$ cat src/rtl/rxd_pkg.sv
package rxd_pkg;
    timeunit 1ns;
    timeprecision 1ps;

    localparam logic [1:0] CTL_IDLE = 2'b00;
    localparam logic [1:0] CTL_STAT = 2'b01;
    localparam logic [1:0] CTL_RECV = 2'b10;

    localparam logic [7:0] MARK_ON  = 8'hFF;

    // rate index 5 is the paired-lane rate; 0..4 use the low lane only
    localparam logic [2:0] RATE_PAIR = 3'd5;

    typedef enum logic [1:0] {
        S_IDLE,
        S_HDR,
        S_BODY,
        S_DROP
    } rx_state_e;
endpackage

$ cat src/rtl/rxd_sample.sv
module rxd_sample (
    input  logic       clk,
    input  logic       rst_n,
    input  logic [1:0] ctl_i,
    input  logic [7:0] lo_i,
    input  logic [7:0] hi_i,
    input  logic       hv_i,
    output logic [1:0] ctl_q,
    output logic [1:0] ctl_prev_q,
    output logic [7:0] lo_q,
    output logic [7:0] hi_q,
    output logic       hv_q
);
    timeunit 1ns;
    timeprecision 1ps;

    // one flop stage on every PHY-driven pin; previous control kept for edge detect
    always_ff @(posedge clk or negedge rst_n) begin
        if (!rst_n) begin
            ctl_q      <= 2'b00;
            ctl_prev_q <= 2'b00;
            lo_q       <= 8'h00;
            hi_q       <= 8'h00;
            hv_q       <= 1'b0;
        end else begin
            ctl_q      <= ctl_i;
            ctl_prev_q <= ctl_q;
            lo_q       <= lo_i;
            hi_q       <= hi_i;
            hv_q       <= hv_i;
        end
    end
endmodule

$ cat src/rtl/rxd_speed_dec.sv
module rxd_speed_dec (
    input  logic [7:0] code,
    output logic       ok,
    output logic [2:0] rate,
    output logic       legacy,
    output logic [3:0] rep_mask
);
    timeunit 1ns;
    timeprecision 1ps;

    always_comb begin
        ok     = 1'b1;
        rate   = 3'd0;
        legacy = 1'b0;
        unique case (code)
            8'h00: begin rate = 3'd0; legacy = 1'b1; end
            8'h01: begin rate = 3'd0; end
            8'h04: begin rate = 3'd1; legacy = 1'b1; end
            8'h05: begin rate = 3'd1; end
            8'h08: begin rate = 3'd2; legacy = 1'b1; end
            8'h09: begin rate = 3'd2; end
            8'h0D: begin rate = 3'd3; end
            8'h0F: begin rate = 3'd4; end
            8'h0B: begin rate = 3'd5; end
            default: ok = 1'b0;
        endcase
        // group length 16 >> rate for rate 0..4; one cycle per beat above that
        rep_mask = (rate < 3'd4) ? 4'((5'd16 >> rate) - 5'd1) : 4'd0;
    end
endmodule

$ cat src/rtl/rxd_fsm.sv
module rxd_fsm
    import rxd_pkg::*;
#(
    parameter int LEN_W = 16
) (
    input  logic             clk,
    input  logic             rst_n,
    input  logic [1:0]       s_ctl,
    input  logic [1:0]       s_ctl_prev,
    input  logic [7:0]       s_lo,
    input  logic [7:0]       s_hi,
    input  logic             s_hv,
    output logic             beat_vld,
    output logic [15:0]      beat_data,
    output logic [1:0]       beat_keep,
    output logic             beat_sop,
    output logic             end_pls,
    output logic [LEN_W-1:0] end_len,
    output logic [2:0]       rate_q,
    output logic             legacy_q,
    output logic             stat_vld,
    output logic [7:0]       stat_byte,
    output logic             err_pls
);
    timeunit 1ns;
    timeprecision 1ps;

    rx_state_e state, state_nx;

    logic       code_ok, code_leg;
    logic [2:0] code_rate;
    logic [3:0] code_mask;
    logic [3:0] mask_q, ph_q;
    logic       first_q;
    logic [LEN_W-1:0] cnt_q;
    logic       is_recv, is_stat, is_mark;

    assign is_recv = (s_ctl == CTL_RECV);
    assign is_stat = (s_ctl == CTL_STAT);
    assign is_mark = (s_lo == MARK_ON);

    rxd_speed_dec u_dec (
        .code     (s_lo),
        .ok       (code_ok),
        .rate     (code_rate),
        .legacy   (code_leg),
        .rep_mask (code_mask)
    );

    // next-state decision
    always_comb begin
        state_nx = state;
        unique case (state)
            S_IDLE: if (s_ctl_prev == CTL_IDLE && is_recv && is_mark) state_nx = S_HDR;
            S_HDR: begin
                if (is_recv) begin
                    if (!is_mark) state_nx = code_ok ? S_BODY : S_DROP;
                end else if (!is_stat) begin
                    state_nx = S_IDLE;
                end
            end
            S_BODY: if (!is_recv) state_nx = S_IDLE;
            S_DROP: if (!is_recv) state_nx = S_IDLE;
            default: state_nx = S_IDLE;
        endcase
    end

    // state register
    always_ff @(posedge clk or negedge rst_n) begin
        if (!rst_n) state <= S_IDLE;
        else        state <= state_nx;
    end

    // registered outputs and payload bookkeeping
    always_ff @(posedge clk or negedge rst_n) begin
        if (!rst_n) begin
            beat_vld  <= 1'b0;
            beat_data <= 16'h0000;
            beat_keep <= 2'b00;
            beat_sop  <= 1'b0;
            end_pls   <= 1'b0;
            end_len   <= '0;
            rate_q    <= 3'd0;
            legacy_q  <= 1'b0;
            stat_vld  <= 1'b0;
            stat_byte <= 8'h00;
            err_pls   <= 1'b0;
            mask_q    <= 4'd0;
            ph_q      <= 4'd0;
            first_q   <= 1'b0;
            cnt_q     <= '0;
        end else begin
            beat_vld  <= 1'b0;
            beat_keep <= 2'b00;
            beat_sop  <= 1'b0;
            end_pls   <= 1'b0;
            stat_vld  <= 1'b0;
            err_pls   <= 1'b0;
            unique case (state)
                S_IDLE: ;
                S_HDR: begin
                    if (is_stat) begin
                        stat_vld  <= 1'b1;
                        stat_byte <= s_lo;
                    end else if (is_recv && !is_mark) begin
                        if (code_ok) begin
                            rate_q   <= code_rate;
                            legacy_q <= code_leg;
                            mask_q   <= code_mask;
                            ph_q     <= 4'd0;
                            first_q  <= 1'b1;
                            cnt_q    <= '0;
                        end else begin
                            err_pls  <= 1'b1;
                        end
                    end
                end
                S_BODY: begin
                    if (is_recv) begin
                        if (ph_q == 4'd0) begin
                            beat_vld <= 1'b1;
                            beat_sop <= first_q;
                            first_q  <= 1'b0;
                            if (rate_q == RATE_PAIR) begin
                                beat_data <= {s_hi, s_lo};
                                beat_keep <= {s_hv, 1'b1};
                                cnt_q     <= cnt_q + (s_hv ? LEN_W'(2) : LEN_W'(1));
                            end else begin
                                beat_data <= {8'h00, s_lo};
                                beat_keep <= 2'b01;
                                cnt_q     <= cnt_q + LEN_W'(1);
                            end
                        end
                        ph_q <= (ph_q + 4'd1) & mask_q;
                    end else begin
                        end_pls <= 1'b1;
                        end_len <= cnt_q;
                    end
                end
                S_DROP: ;
                default: ;
            endcase
        end
    end

    // a start flag never appears without a beat
    a_r11_sop_with_beat: assert property (@(posedge clk) disable iff (!rst_n)
        beat_sop |-> beat_vld);

    // once discarding, the next cycle carries no beat
    a_r5_drop_silent: assert property (@(posedge clk) disable iff (!rst_n)
        (state == S_DROP) |=> !beat_vld);

    // an end pulse only follows a payload state
    a_r10_eop_after_body: assert property (@(posedge clk) disable iff (!rst_n)
        end_pls |-> ($past(state) == S_BODY));

    // abandoning the header gives no end pulse
    a_r12_hdr_abort_quiet: assert property (@(posedge clk) disable iff (!rst_n)
        (state == S_HDR && !is_recv && !is_stat) |=> (!end_pls && !err_pls));

    // below the paired rate a beat holds exactly one byte
    a_r6_single_byte: assert property (@(posedge clk) disable iff (!rst_n)
        (beat_vld && rate_q != RATE_PAIR) |-> (beat_keep == 2'b01));

    // the low byte of any beat is always valid
    a_r9_low_kept: assert property (@(posedge clk) disable iff (!rst_n)
        beat_vld |-> beat_keep[0]);
endmodule

$ cat src/rtl/rxd_out.sv
module rxd_out #(
    parameter int OUT_BYTES = 2,
    parameter int LEN_W     = 16,
    localparam int DW       = OUT_BYTES * 8
) (
    input  logic             clk,
    input  logic             rst_n,
    input  logic             beat_vld,
    input  logic [15:0]      beat_data,
    input  logic [1:0]       beat_keep,
    input  logic             beat_sop,
    input  logic             end_pls,
    input  logic [LEN_W-1:0] end_len,
    output logic             out_vld,
    output logic [DW-1:0]    out_data,
    output logic [OUT_BYTES-1:0] out_keep,
    output logic             out_sop,
    output logic             out_eop,
    output logic [LEN_W-1:0] out_len
);
    timeunit 1ns;
    timeprecision 1ps;

    if (OUT_BYTES == 2) begin : g_pair
        assign out_vld  = beat_vld;
        assign out_data = beat_data;
        assign out_keep = beat_keep;
        assign out_sop  = beat_sop;
        assign out_eop  = end_pls;
        assign out_len  = end_len;

        // a high byte is never marked without the low byte
        a_r9_keep_order: assert property (@(posedge clk) disable iff (!rst_n)
            beat_keep[1] |-> beat_keep[0]);
    end else begin : g_skid
        logic [8:0] q [2];
        logic [8:0] slots [4];
        logic [1:0] cnt_q;
        logic [1:0] rem;
        logic [2:0] cnt_nx;
        logic       pop;
        logic       eop_pend_q;
        logic [LEN_W-1:0] len_q;

        assign pop = (cnt_q != 2'd0);

        always_comb begin
            slots[0] = pop ? q[1] : q[0];
            slots[1] = pop ? 9'd0 : q[1];
            slots[2] = 9'd0;
            slots[3] = 9'd0;
            rem      = cnt_q - {1'b0, pop};
            cnt_nx   = {1'b0, rem};
            if (beat_vld) begin
                slots[rem] = {beat_sop, beat_data[7:0]};
                cnt_nx     = cnt_nx + 3'd1;
                if (beat_keep[1]) begin
                    slots[rem + 2'd1] = {1'b0, beat_data[15:8]};
                    cnt_nx            = cnt_nx + 3'd1;
                end
            end
        end

        always_ff @(posedge clk or negedge rst_n) begin
            if (!rst_n) begin
                q[0]       <= 9'd0;
                q[1]       <= 9'd0;
                cnt_q      <= 2'd0;
                eop_pend_q <= 1'b0;
                len_q      <= '0;
            end else begin
                q[0]  <= slots[0];
                q[1]  <= slots[1];
                cnt_q <= cnt_nx[1:0];
                if (end_pls) begin
                    eop_pend_q <= 1'b1;
                    len_q      <= end_len;
                end else if (eop_pend_q && cnt_q == 2'd0) begin
                    eop_pend_q <= 1'b0;
                end
            end
        end

        assign out_vld  = pop;
        assign out_data = q[0][7:0];
        assign out_keep = pop;
        assign out_sop  = pop & q[0][8];
        assign out_eop  = eop_pend_q && (cnt_q == 2'd0);
        assign out_len  = len_q;

        // input-side assumption, the skid never has to hold more than two bytes
        a_r7_skid_room: assert property (@(posedge clk) disable iff (!rst_n)
            cnt_nx <= 3'd2);

        // a high byte is never offered without the low byte
        a_r9_keep_order: assert property (@(posedge clk) disable iff (!rst_n)
            beat_keep[1] |-> beat_keep[0]);
    end
endmodule

$ cat src/rtl/rx_deformat.sv
module rx_deformat #(
    parameter int OUT_BYTES = 2,
    parameter int LEN_W     = 16,
    localparam int DW       = OUT_BYTES * 8
) (
    input  logic                 clk,
    input  logic                 rst_n,
    input  logic [1:0]           phy_ctl,
    input  logic [7:0]           phy_dlo,
    input  logic [7:0]           phy_dhi,
    input  logic                 phy_hvld,
    output logic                 out_vld,
    output logic [DW-1:0]        out_data,
    output logic [OUT_BYTES-1:0] out_keep,
    output logic                 out_sop,
    output logic                 out_eop,
    output logic [LEN_W-1:0]     out_len,
    output logic [2:0]           out_rate,
    output logic                 out_legacy,
    output logic                 st_vld,
    output logic [7:0]           st_byte,
    output logic                 out_err
);
    timeunit 1ns;
    timeprecision 1ps;

    logic [1:0]       s_ctl, s_ctl_prev;
    logic [7:0]       s_lo, s_hi;
    logic             s_hv;
    logic             beat_vld, beat_sop, end_pls;
    logic [15:0]      beat_data;
    logic [1:0]       beat_keep;
    logic [LEN_W-1:0] end_len;

    rxd_sample u_sample (
        .clk        (clk),
        .rst_n      (rst_n),
        .ctl_i      (phy_ctl),
        .lo_i       (phy_dlo),
        .hi_i       (phy_dhi),
        .hv_i       (phy_hvld),
        .ctl_q      (s_ctl),
        .ctl_prev_q (s_ctl_prev),
        .lo_q       (s_lo),
        .hi_q       (s_hi),
        .hv_q       (s_hv)
    );

    rxd_fsm #(.LEN_W(LEN_W)) u_fsm (
        .clk        (clk),
        .rst_n      (rst_n),
        .s_ctl      (s_ctl),
        .s_ctl_prev (s_ctl_prev),
        .s_lo       (s_lo),
        .s_hi       (s_hi),
        .s_hv       (s_hv),
        .beat_vld   (beat_vld),
        .beat_data  (beat_data),
        .beat_keep  (beat_keep),
        .beat_sop   (beat_sop),
        .end_pls    (end_pls),
        .end_len    (end_len),
        .rate_q     (out_rate),
        .legacy_q   (out_legacy),
        .stat_vld   (st_vld),
        .stat_byte  (st_byte),
        .err_pls    (out_err)
    );

    rxd_out #(.OUT_BYTES(OUT_BYTES), .LEN_W(LEN_W)) u_out (
        .clk       (clk),
        .rst_n     (rst_n),
        .beat_vld  (beat_vld),
        .beat_data (beat_data),
        .beat_keep (beat_keep),
        .beat_sop  (beat_sop),
        .end_pls   (end_pls),
        .end_len   (end_len),
        .out_vld   (out_vld),
        .out_data  (out_data),
        .out_keep  (out_keep),
        .out_sop   (out_sop),
        .out_eop   (out_eop),
        .out_len   (out_len)
    );
endmodule

$ cat config.mk
export PLATFORM = sky130hd
export DESIGN_NAME = rx_deformat
export DESIGN_NICKNAME = d
export VERILOG_FILES = /design/src/rtl/rxd_pkg.sv /design/src/rtl/rxd_sample.sv /design/src/rtl/rxd_speed_dec.sv /design/src/rtl/rxd_fsm.sv /design/src/rtl/rxd_out.sv /design/src/rtl/rx_deformat.sv
export SDC_FILE = /design/constraint.sdc
export NUM_CORES = 1
export LEC_CHECK = 0
export ABC_AREA = 1
export BUFFER_PORTS_ARGS = -buffer_cell sky130_fd_sc_hd__buf_2
export CORE_ASPECT_RATIO = 0.6
export CORE_MARGIN = 1.5
export CORE_UTILIZATION = 56
export DETAILED_ROUTE_END_ITERATION = 10
export GPL_TIMING_DRIVEN = 0
export PLACE_DENSITY_LB_ADDON = 0.05
export SLEW_MARGIN = 20
export SYNTH_ARGS = -nofsm -noshare
export SYNTH_HDL_FRONTEND = slang
export SYNTH_SLANG_ARGS = --single-unit
$ cat constraint.sdc
create_clock -name clk -period 3 [get_ports clk]
set_input_delay 0.45 -clock clk [delete_from_list [all_inputs] [get_ports clk]]
set_output_delay 0.45 -clock clk [all_outputs]
set_load 0.02 [all_outputs]
==> results of run 1 <==
[worst register-to-register path, stage by stage (launching register included)]
cell and delay (ns):
dfrtp_1 0.42, nor3_4 0.39, inv_1 0.08, nor2_1 0.13
inv_1 0.11, fa_1 0.45, nor2_1 0.38, nand2_1 0.13
nor2_1 0.15, xor2_1 0.17, nor2_1 0.06, nand2_1 0.07
nand2_1 0.05
[through the flow]
stage / cells / util (%)
floorplan: 524 / -
global placement: 699 / 65.8
detailed placement: 700 / 66.3
CTS: 717 / 70.5
global route: 717 / 70.6
finish: 717 / 70.6
[synthesized netlist by cell type, drive strengths merged, types with 2 or more instances]
cell type	instances	share of area [%]
dfrtp	98	55
xor2	8	1.6
nor3	6	0.90
nor2	59	5.7
nand4	13	1.8
nand2	184	16
inv	56	4.7
a21oi	4	0.70
nand3	27	3.4
clkbuf	5	0.42
or2	2	0.28
ha	8	2.3
o21ai	38	4.3
buf	7	0.99
[layer usage]
metal	wire length, um	share of wire (%)	up-vias
met4	103	0.98	0
li1	-	-	1813
met3	911	8.7	13
met5	0	0	-
met1	5170	49	1755
met2	4270	41	152
[how the worst max path moves through the flow]
stage                            to  slack (ns)  cells past startpoint
floorplan           u_fsm.cnt_q[14]        0.50                     13
global placement    u_fsm.cnt_q[14]        0.22                     12
detailed placement  u_fsm.cnt_q[14]        0.17                     12
CTS                 u_fsm.cnt_q[14]        0.16                     12
global route        u_fsm.cnt_q[14]        0.08                     12
finish              u_fsm.cnt_q[14]        0.31                     12
[layout make-up]
class | instances | area (sq um)
buffer | 12 | 62.6
clock buffer | 11 | 243
clock inverter | 5 | 61.3
fill | 608 | 2200
inverter | 57 | 214
multi-input combinational | 357 | 1720
sequential | 98 | 2450
tap | 104 | 130
timing repair buffer | 73 | 399
[flip-flops by register name, indices dropped and copies added, names as in the netlist]
| register | flops |
|---|---|
| u_fsm.cnt_q | 16 |
| u_fsm.err_pls | 1 |
| u_fsm.stat_vld | 1 |
| u_fsm.beat_data | 16 |
| u_sample.ctl_q | 2 |
| u_fsm.beat_sop | 1 |
| u_fsm.beat_keep | 2 |
| u_fsm.stat_byte | 8 |
| u_fsm.mask_q | 4 |
| u_fsm.end_len | 16 |
| u_fsm.ph_q | 4 |
| u_fsm.rate_q | 3 |
| u_fsm.end_pls | 1 |
| u_sample.ctl_prev_q | 2 |
| u_fsm.state | 2 |
| u_sample.hv_q | 1 |
| u_fsm.legacy_q | 1 |
| u_fsm.first_q | 1 |
| u_sample.lo_q | 8 |
| u_sample.hi_q | 8 |
[logic make-up after synthesis]
logic type,count (synthesis),synth area share [%]
AO/OA/AOI/OAI,48,6.01
adder cells (fa/ha/maj),9,2.71
flip-flops,98,55.3
XOR/XNOR,9,1.78
buffers and inverters,69,6.23
AND/OR/NAND/NOR,291,28.0
[where the power goes]
| group | leakage [nW] | total, mW | internal, mW | switching, mW |
|---|---|---|---|---|
| clock network | 0.151 | 1.18 | 0.675 | 0.500 |
| logic | 1.32 | 1.19 | 0.353 | 0.838 |
| registers | 1.29 | 1.62 | 1.50 | 0.115 |
| total | 2.77 | 3.98 | 2.53 | 1.45 |
[timing repair]
action / in CTS / in global routing
endpoints found under the setup margin: 0 / 1
endpoints found under the hold margin: 31 / 0
hold buffers: 1 / 0
gates resized for setup: 0 / 1
==> results.cfg, run 1 <==
[status]
status = finished clean

[power_and_ir_drop]
p_leak_nw = 2.77
total_power_mw = 3.98
powerDensity_nw_per_um2 = 755
peakVddDrop_mv = 0.340

[drt]
wirelength_um = 10500
drt_iter0_drc = 284
first_pass_iters = 5
ant_nets = 0
via_per_inst = 5.21
drcViolationCount = 0
wl_per_cell_um = 14.6
vias = 3733

[critical_path]
r2r-start = u_fsm.rate_q[1]
critPathMaxStageDelay_ns = 0.45
arrival_ns = 2.94
crit_chain = nor3_4 -> inv_1 -> nor2_1 -> inv_1 -> fa_1 -> nor2_1 -> nand2_1 -> nor2_1 -> xor2_1 -> nor2_1 -> nand2_1 -> nand2_1
critPathCaptureType = flip-flop
cp_max_fo = 9
start_kind = flip-flop
r2r_cells = 12
r2r-end = u_fsm.cnt_q[14]
regToRegSetupSlack_ns = 0.31
worstSetupPathType = reg2reg
critPathLaunch = u_fsm.rate_q[1]
crit_slowest_cell = fa_1
crit_path_frequent_cell = nor2_1
critical_path_required_ns = 3.24
cp_top_family = simple AND/OR/NAND/NOR gates
crit_buf_inv = 2

[clocking]
clock_latency_ns = 0.35
cts_made_buffers = 9
post_cts_buffers = 0
cts_tree = done
clk_pin_slew_ns = 0.07
cts_max_level = 3
cts.path.max_buffers = 2
cts_root_buffer = clkbuf_16
clock_sinks = 98

[final_layout]
area_delta_synth_final_pct = 18.9
layout.cells.most_common = nand2_1
nets = 638
drive_gt1_share_pct = 18.1
n_antenna_cell = 0
stdcell_area_sq_um = 5280
final_cell_mix = nand2_1 (180), dfrtp_1 (98), buf_2 (75), nor2_1 (55), inv_1 (54)

[yosys]
synth_edf_count = 0
synth_flop_cell = dfrtp_1
syn_inst = 524
avgSynthCellArea_sq_um = 8.47
yosysSeqAreaShare_pct = 55.3
yosysUniqueCellTypes = 34
synth_area_sq_um = 4440
synth_nets = 554
synth_seq_cells = 98
ys_warn_count = 0
synthArstFlopShare_pct = 100

[sta]
tightest_slew_ns = 0.572
rsz0062_at_grt = no
fin_crit_sh_pct = 89.8
fmax_mhz = 371
period_minus_slack_ns = 2.69
hold_violations = 0
whs_ns = 0.200
fin_setup_tns_ns = 0
fin_worst_skew_ns = 0.0102
setup_violations = 0
setup_slack_ns = 0.307
max_slew_margin_pct = 61.9
finalMaxSlewViolations = 0

[hold_path]
whs_path_depth = 1
hold_class = in2reg
holdCritStartpoint = phy_dlo[4]
min_delay_worst_endpoint = u_sample.lo_q[4]

[floorplan]
top_level_ports = 72
dieArea_sq_um = 8490
die_w_um = 118
die_y_um = 72.0
initial_core_util_pct = 59.4
row_count = 24
core_area_sq_um = 7480

[global_routing]
grt_max_degree = 68
grt_use_total_pct = 26.8
grt_util_met3_pct = 7.55
use_met2_pct = 36.8
grt_pass1_vias = 3428
met1_usage_pct = 41.8
grt_pass1_wl_um = 17300
antenna_found_initial = 0
busiest_layer = met1
overflow = 0

[place]
portBuffers = 71
pre_cts_slack_ns = 0.174
place_hpwl_um = 7610
placed_area_sq_um = 4960
finalWeightedCongestion = 0.865

[flow_run]
maxCapViolations = 0
Power figures use the tool's default switching activity.
==> run 2: changes to the inputs <==
--- a/config.mk
+++ b/config.mk
@@ -9,7 +9,8 @@
 export BUFFER_PORTS_ARGS = -buffer_cell sky130_fd_sc_hd__buf_2
 export CORE_ASPECT_RATIO = 0.6
 export CORE_MARGIN = 1.5
-export CORE_UTILIZATION = 56
+export CORE_UTILIZATION = 30
+export CTS_CLUSTER_SIZE = 24
 export DETAILED_ROUTE_END_ITERATION = 10
 export GPL_TIMING_DRIVEN = 0
 export PLACE_DENSITY_LB_ADDON = 0.05
==> results.cfg, run 2 (same netlist as run 1, synthesis figures left out) <==
[hold_path]
min_delay_worst_endpoint = u_sample.ctl_q[0]
whs_path_depth = 1
holdCritStartpoint = phy_ctl[0]
hold_class = in2reg

[drt]
via_per_inst = 4.43
wl_per_cell_um = 14.2
vias = 3593
drcViolationCount = 0
wirelength_um = 11500
drt_iter0_drc = 271
first_pass_iters = 4
ant_nets = 0

[critical_path]
crit_chain = inv_1 -> nor3_4 -> inv_1 -> nor2_1 -> inv_1 -> fa_1 -> nor2_2 -> nand2_1 -> nor2_1 -> xor2_1 -> nor2_1 -> nand2_1 -> nand2_1
regToRegSetupSlack_ns = 0.34
r2r-start = u_fsm.rate_q[2]
critPathMaxStageDelay_ns = 0.47
arrival_ns = 2.90
critical_path_required_ns = 3.24
start_kind = flip-flop
r2r-end = u_fsm.cnt_q[14]
critPathCaptureType = flip-flop
cp_max_fo = 9
r2r_cells = 13
crit_slowest_cell = fa_1
worstSetupPathType = reg2reg

[global_routing]
grt_max_degree = 73
grt_pass1_vias = 3456
antenna_found_initial = 0
overflow = 0
grt_pass1_wl_um = 19300
grt_use_total_pct = 16.0

[final_layout]
nets = 638
final_cell_mix = nand2_1 (180), dfrtp_1 (98), buf_2 (75), inv_1 (54), nor2_1 (54)
layout.cells.most_common = nand2_1
seq_area_sq_um = 2450
area_delta_synth_final_pct = 21.5
final_cells = 811
fin_util_pct = 37.3
n_antenna_cell = 0
drive_gt1_share_pct = 18.1
nFillCells = 1560
top_regs = u_fsm.beat_data x16, u_fsm.cnt_q x16, u_fsm.end_len x16
multiInputGateArea_sq_um = 1720

[clocking]
clock_sinks = 98
cts_made_buffers = 9
clock_latency_ns = 0.35
cts_tree = done
cts.path.max_buffers = 2
cts_max_level = 3
clk_pin_slew_ns = 0.07
cts_root_buffer = clkbuf_16

[sta]
rsz0062_at_grt = no
period_minus_slack_ns = 2.66
fin_crit_sh_pct = 88.7
tightest_slew_ns = 0.560
finalMaxSlewViolations = 0
fmax_mhz = 376
setup_slack_ns = 0.339
max_slew_margin_pct = 62.7
fin_worst_skew_ns = 0.0123
setup_violations = 0
fin_setup_tns_ns = 0
hold_violations = 0

[power_and_ir_drop]
p_leak_nw = 2.77
total_power_mw = 3.99
peakVddDrop_mv = 0.283
powerDensity_nw_per_um2 = 740

[floorplan]
die_w_um = 160
die_y_um = 97.2
dieArea_sq_um = 15600
top_level_ports = 72
core_area_sq_um = 14500
initial_core_util_pct = 30.7
row_count = 34

[flow_run]
maxCapViolations = 0

[status]
status = finished clean

[place]
place_hpwl_um = 8660
dp.cells = 794
portBuffers = 71
pre_cts_slack_ns = 0.0144
finalWeightedCongestion = 0.823
-- run 2: cell types whose count changed in the layout (fill, tap and decap cells not counted) --
cell,previous run,this run
clkinv_2,1,0
inv_8,0,1
clkbuf_1,6,7
nor2_2,0,1
clkbuf_8,1,0
nor2_1,55,54
-- run 2: report_power, final --
group          switching (mW)  internal (mW)
clock                   0.526          0.661
combinational           0.839          0.354
sequential              0.108           1.50
total                    1.47           2.52
-- run 2: repair_timing --
item                                    CTS  global route
setup buffers                             0             0
hold buffers                              1             0
hold endpoints to repair                 26             0
endpoints found under the setup margin    0             5
resized for setup                         0             2
-- run 2: per-layer routing --
layer / part of all wire (%) / vias up / track usage [%]
li1: - / 1811 / -
met1: 58 / 1680 / 27.1
met2: 35 / 91 / 19.5
met3: 6.0 / 11 / 3.54
met4: 0.94 / 0 / 3.67
met5: 0 / - / 0
-- run 2: critical path: cells and delay by family, from the launching register on --
family | cells | cell delay (ns)
buf+inv | 3 | 0.27
xor+xnor | 1 | 0.16
flops | 1 | 0.34
fa+ha+maj | 1 | 0.47
simple gates | 8 | 1.31
-- run 2: worst max path at each step --
stage	from	end	slack [ns]	depth (start not counted)
floorplan	u_fsm.rate_q[0]	u_fsm.cnt_q[14]	0.50	13
global placement	u_fsm.rate_q[1]	u_fsm.cnt_q[14]	0.07	12
detailed placement	u_fsm.rate_q[1]	u_fsm.cnt_q[14]	0.01	12
CTS	u_fsm.rate_q[1]	u_fsm.cnt_q[14]	0.004	12
global route	u_fsm.rate_q[2]	u_fsm.cnt_q[14]	0.05	13
finish	u_fsm.rate_q[2]	u_fsm.cnt_q[14]	0.34	13
-- run 2: cell type report --
class / count / share of cell area (%)
Multi-Input combinational cell: 357 / 31.8
Inverter: 57 / 3.97
Sequential cell: 98 / 45.5
Tap cell: 198 / 4.59
Clock buffer: 11 / 4.31
Timing Repair Buffer: 73 / 7.40
Clock inverter: 5 / 1.25
Buffer: 12 / 1.16
-- run 2: metrics by stage --
step / cell area (sq um) / hold WS, ns
floorplan: 4440 / 0.154
global placement: 5040 / 0.405
detailed placement: 5070 / 0.339
CTS: 5390 / 0.187
global route: 5390 / 0.183
finish: 5390 / 0.200
